<file path="src/rtl/prog_lfsr4.sv">
module prog_lfsr4 #(
  parameter logic [3:0] RESET_STATE = 4'b0001
) (
  input  logic       clk,
  input  logic       rst,
  input  logic       load,
  input  logic [3:0] seed,
  input  logic       en,
  input  logic [3:0] taps,
  output logic [3:0] state
);

  logic       fb;
  logic [3:0] q;

  assign fb    = ^(taps & q);
  assign state = q;

  always_ff @(posedge clk) begin
    if (rst)       q <= RESET_STATE;
    else if (load) q <= seed;
    else if (en)   q <= {fb, q[3:1]};
  end

  assert_reset_value_R1: assert property (@(posedge clk)
    rst |=> state == RESET_STATE);

  assert_load_wins_R2: assert property (@(posedge clk) disable iff (rst)
    load |=> state == $past(seed));

  assert_shift_low_R3: assert property (@(posedge clk) disable iff (rst)
    (en && !load) |=> state[2:0] == $past(state[3:1]));

  assert_hold_idle_R4: assert property (@(posedge clk) disable iff (rst)
    (!en && !load) |=> $stable(state));

  assert_zero_fixed_R5: assert property (@(posedge clk) disable iff (rst)
    (en && !load && state == 4'b0000) |=> state == 4'b0000);

endmodule

</file>
<file path="config.mk">
export PLATFORM = sky130hd
export DESIGN_NAME = prog_lfsr4
export DESIGN_NICKNAME = d
export VERILOG_FILES = /design/src/rtl/prog_lfsr4.sv
export SDC_FILE = /design/constraint.sdc
export NUM_CORES = 1
export LEC_CHECK = 0
export ABC_AREA = 1
export CORE_AREA = 2 2 39 41
export DETAILED_ROUTE_END_ITERATION = 12
export DIE_AREA = 0 0 41 43
export SETUP_SLACK_MARGIN = 0.15
export SYNTH_ARGS = -nofsm -noshare
export SYNTH_HDL_FRONTEND = slang
export SYNTH_SLANG_ARGS = --single-unit
</file>
<file path="constraint.sdc">
create_clock -name clk -period 1.75 [get_ports clk]
set_input_delay 0.35 -clock clk [delete_from_list [all_inputs] [get_ports clk]]
set_output_delay 0.35 -clock clk [all_outputs]
set_load 0.01 [all_outputs]
</file>
==> results.json, run 1 <==
{
  "status": "completed",
  "slew-limit-headroom": 0.854,
  "mostFrequentLayoutCells": "nand2_1 (24), clkdlybuf4s50_1 (15), inv_1 (8), nand2_2 (4), dfxtp_1 (4)",
  "crit_slowest_cell": "clkdlybuf4s50_1",
  "worst_pin_slew_ps": 218,
  "place_congestion": 0.664,
  "hold_path_class": "register to register",
  "finalNetCount": 81,
  "overflow": 0,
  "num_vias": 349,
  "hp-start": "state[0]$_SDFFE_PP1P_",
  "r2r_cells": 7,
  "hold_ws_ps": 508,
  "fmax_mhz": 649,
  "synth_seq_area_share": 0.287,
  "drv_slew": 0,
  "rsz0062_at_grt": "no",
  "io_buffer_count": 15,
  "fin_skew_ps": 1.84,
  "setup_tns_ps": 0,
  "clock_tree.buffer_depth": 2,
  "drive_above_1_share": 0.149,
  "rows": 14,
  "worstPathRequired_ps": 1400,
  "grt_pass1_vias": 310,
  "path_max_fanout": 4,
  "criticalPathCategory": "register to output port",
  "die_w_um": 41,
  "cp_top_family": "buffers and inverters",
  "final_area_sq_um": 472,
  "power.density_mw_per_mm2": 625,
  "post_drt_wl_per_cell_um": 7.96,
  "initial_utilization": 0.202,
  "clk_pin_slew_ps": 40,
  "synth_area_per_cell_sq_um": 5.69,
  "grt_start_max_net_pins": 7,
  "end_kind": "output port",
  "synth.net_count": 61,
  "netlist_instances": 49,
  "clock_latency_ps": 230,
  "drc": 0,
  "pre_cts_ws_ps": 317,
  "cts_setup_buffers": 0,
  "synth_cell_types": 10,
  "max_cap_viol_count": 0,
  "antenna_found_initial": 0,
  "die_area_sq_mm": 0.00176,
  "cp-startpoint": "state[2]$_SDFFE_PP0P_",
  "via_per_inst": 4.20,
  "cts_hold_buf": 0,
  "ys_ff_latch": 4,
  "ctsResizeCount": 0,
  "worstSetupStartpointType": "register",
  "period_share": 0.881,
  "cts_tree": "built",
  "final_antenna_net_count": 0,
  "cts_htree_levels": 1,
  "io_pins": 16,
  "grt_first_pass_wirelength_mm": 1.08,
  "path_buf_inv": 1,
  "hpwl_um": 574,
  "syn_to_final_growth_pct": 69.1,
  "holdPathStages": 2,
  "first_pass_iters": 2,
  "numCtsBuffers": 3,
  "clock-sinks": 4,
  "syn_area_sq_um": 279,
  "crit_arrival_ps": 1190,
  "ctsRootBufferMaster": "clkbuf_4",
  "reg2reg_to": "state[3]$_SDFFE_PP0P_",
  "track_usage": 0.0922,
  "die_height_um": 43,
  "rrSetupSlack_ps": 800,
  "cellLeakagePower_nw": 0.253,
  "yosys_warnings": 0,
  "fin_cells": 83,
  "max_stage_delay_ps": 560,
  "peakVddDrop_mv": 0.447,
  "dpl_cell_area_sq_um": 449,
  "cp_cell_sequence": "clkdlybuf4s50_1",
  "setup_viol": 0,
  "dr.first_iter.drc_count": 5,
  "dpl.cell_count": 80,
  "holdPathEnd": "state[0]$_SDFFE_PP1P_",
  "r2r_start": "state[2]$_SDFFE_PP0P_",
  "setup_slack_ps": 209,
  "drt_wl_total_um": 661,
  "largest_reg_flops": 4,
  "final_hold_viol_count": 0,
  "coreArea_sq_mm": 0.00138,
  "antenna_cells": 0,
  "final_common_cell": "nand2_1",
  "min_period_ps": 1540
}
final cells by class:
type | instances | area [sq um]
well taps | 16 | 20.0
multi-input cells | 36 | 165
repair buffers | 15 | 150
flip-flops and latches | 4 | 80.1
inverters | 9 | 33.8
fillers | 151 | 912
clock buffers | 3 | 22.5
cell usage after synthesis:
cell	number	area, sq um
a21oi_1	1	5.00
inv_2	1	3.75
dfxtp_1	4	80.1
nand2_2	4	25.0
inv_1	8	30.0
a22oi_1	2	15.0
a21oi_2	1	8.76
nand2_1	24	90.1
nand3_1	3	15.0
nor2_2	1	6.26
routing by layer:
layer  share of wire  GRT usage  wire length, um
met1            0.41     0.0735              270
met2            0.53      0.169              350
met3           0.030     0.0314               20
met4           0.030     0.0600               20
met5               0          0                0
worst max-delay path by stage:
stage / end / slack [ps] / cells past startpoint
floorplan: state[3]$_SDFFE_PP0P_ / 830 / 7
global placement: state[2]$_SDFFE_PP0P_ / 340 / 6
detailed placement: state[1]$_SDFFE_PP0P_ / 320 / 8
CTS: state[3] / 200 / 1
global route: state[2] / 160 / 1
finish: state[2] / 210 / 1
where the power goes:
group | total, W | internal [W] | switching (W)
clock network | 0.000112 | 0.0000766 | 0.0000359
logic | 0.0000774 | 0.0000454 | 0.0000320
registers | 0.000105 | 0.0000981 | 0.00000704
total | 0.000295 | 0.000220 | 0.0000750
logic make-up after synthesis:
| logic type | Yosys count | synth area share |
|---|---|---|
| DFF | 4 | 0.287 |
| buffers and inverters | 9 | 0.121 |
| AOI/OAI and AO/OA | 4 | 0.103 |
| and+or+nand+nor | 32 | 0.489 |
through the flow:
step	util	total power, W
floorplan	-	0.000138
global placement	0.325	0.000183
detailed placement	0.325	0.000185
CTS	0.341	0.000302
global route	0.341	0.000319
finish	0.341	0.000295
Note: power is estimated with default switching activity, not from simulation.
==> run 2: changes to the inputs <==
RECOVER_POWER = 25   (was not set)
==> results.json, run 2 (synthesized netlist as in run 1, its figures left out) <==
{
  "holdPathEnd": "state[0]$_SDFFE_PP1P_",
  "drv_slew": 0,
  "hold_path_class": "register to register",
  "clock-sinks": 4,
  "end_kind": "output port",
  "cts_htree_levels": 1,
  "via_per_inst": 4.19,
  "max_cap_viol_count": 0,
  "crit_arrival_ps": 1190,
  "final_hold_viol_count": 0,
  "reg2reg_to": "state[3]$_SDFFE_PP0P_",
  "cellLeakagePower_nw": 0.254,
  "worstSetupStartpointType": "register",
  "path_max_fanout": 4,
  "numCtsBuffers": 3,
  "r2r_cells": 7,
  "drc": 0,
  "clock_latency_ps": 230,
  "track_usage": 0.0922,
  "rows": 14,
  "peakVddDrop_mv": 0.448,
  "fin_skew_ps": 1.84,
  "io_pins": 16,
  "criticalPathCategory": "register to output port",
  "slew-limit-headroom": 0.843,
  "drive_above_1_share": 0.134,
  "syn_to_final_growth_pct": 68.2,
  "min_period_ps": 1540,
  "setup_viol": 0,
  "mostFrequentLayoutCells": "nand2_1 (24), clkdlybuf4s50_1 (14), inv_1 (8), nand2_2 (4), dfxtp_1 (4)",
  "post_drt_wl_per_cell_um": 7.98,
  "crit_slowest_cell": "clkdlybuf4s50_1",
  "setup_tns_ps": 0,
  "ctsRootBufferMaster": "clkbuf_4",
  "holdPathStages": 2,
  "power.density_mw_per_mm2": 627,
  "cts_tree": "built",
  "n_fill_cell": 152,
  "hp-start": "state[0]$_SDFFE_PP1P_",
  "grt_start_max_net_pins": 7,
  "coreArea_sq_mm": 0.00138,
  "grt_pass1_vias": 310,
  "final_area_sq_um": 469,
  "cp_top_family": "buffers and inverters",
  "finalNetCount": 81,
  "worst_pin_slew_ps": 234,
  "r2r_start": "state[2]$_SDFFE_PP0P_",
  "die_area_sq_mm": 0.00176,
  "clk_pin_slew_ps": 40,
  "num_vias": 348,
  "fin_util": 0.339,
  "antenna_cells": 0,
  "place_congestion": 0.664,
  "antenna_found_initial": 0,
  "overflow": 0,
  "die_height_um": 43,
  "worstPathRequired_ps": 1400,
  "grt_first_pass_wirelength_mm": 1.08,
  "rrSetupSlack_ps": 800,
  "pre_cts_ws_ps": 317,
  "ctsResizeCount": 0,
  "initial_utilization": 0.202,
  "fmax_mhz": 649,
  "period_share": 0.881,
  "final_common_cell": "nand2_1",
  "dpl_cell_area_sq_um": 449,
  "hpwl_um": 574,
  "path_buf_inv": 1,
  "first_pass_iters": 2,
  "cp_cell_sequence": "clkdlybuf4s50_1",
  "max_stage_delay_ps": 560,
  "largest_reg_flops": 4,
  "setup_slack_ps": 208,
  "cts_setup_buffers": 0,
  "rsz0062_at_grt": "no",
  "dpl.cell_count": 80,
  "drt_wl_total_um": 662,
  "status": "completed",
  "clock_tree.buffer_depth": 2,
  "cts_hold_buf": 0,
  "final_antenna_net_count": 0,
  "io_buffer_count": 15,
  "fin_cells": 83,
  "die_w_um": 41,
  "dr.first_iter.drc_count": 5
}
run 2: changes by cell type in the layout (fill, tap and decap cells not counted):
| cell | change |
|---|---|
| dlygate4sd3_1 | +1 |
| nor2_1 | +1 |
| nor2_2 | -1 |
| clkdlybuf4s50_1 | -1 |
run 2: worst max-delay path by stage:
stage | depth (start not counted) | startpoint | slack (ps) | to
3_3_place_gp | 6 | load | 340 | state[2]$_SDFFE_PP0P_
6_report | 1 | state[2]$_SDFFE_PP0P_ | 210 | state[2]
3_5_place_dp | 8 | load | 320 | state[1]$_SDFFE_PP0P_
4_1_cts | 1 | state[3]$_SDFFE_PP0P_ | 200 | state[3]
2_1_floorplan | 7 | state[1]$_SDFFE_PP0P_ | 830 | state[3]$_SDFFE_PP0P_
5_1_grt | 1 | state[2]$_SDFFE_PP0P_ | 160 | state[2]
run 2: routing by layer:
| layer | track usage | part of all wire |
|---|---|---|
| met1 | 0.0735 | 0.41 |
| met3 | 0.0314 | 0.027 |
| met4 | 0.0600 | 0.030 |
| met2 | 0.169 | 0.53 |
| met5 | 0 | 0 |
run 2: layout make-up:
cell class | instances | area, sq um | share of cell area
timing repair buffer | 15 | 150 | 0.320
sequential | 4 | 80.1 | 0.171
inverter | 9 | 33.8 | 0.0720
tap | 16 | 20.0 | 0.0427
multi-input combinational | 36 | 163 | 0.347
clock buffer | 3 | 22.5 | 0.0480
run 2: power by group:
part / switching [W] / internal [W]
clock: 0.0000361 / 0.0000766
combinational: 0.0000316 / 0.0000447
sequential: 0.00000706 / 0.0000981
total: 0.0000747 / 0.000219
run 2: per-stage QoR:
| stage | hold slack, ps | total power, W |
|---|---|---|
| after detailed placement | 504 | 0.000185 |
| final | 509 | 0.000294 |
| after global placement | 506 | 0.000183 |
| after global routing | 536 | 0.000318 |
| after floorplan | 412 | 0.000138 |
| after CTS | 510 | 0.000302 |
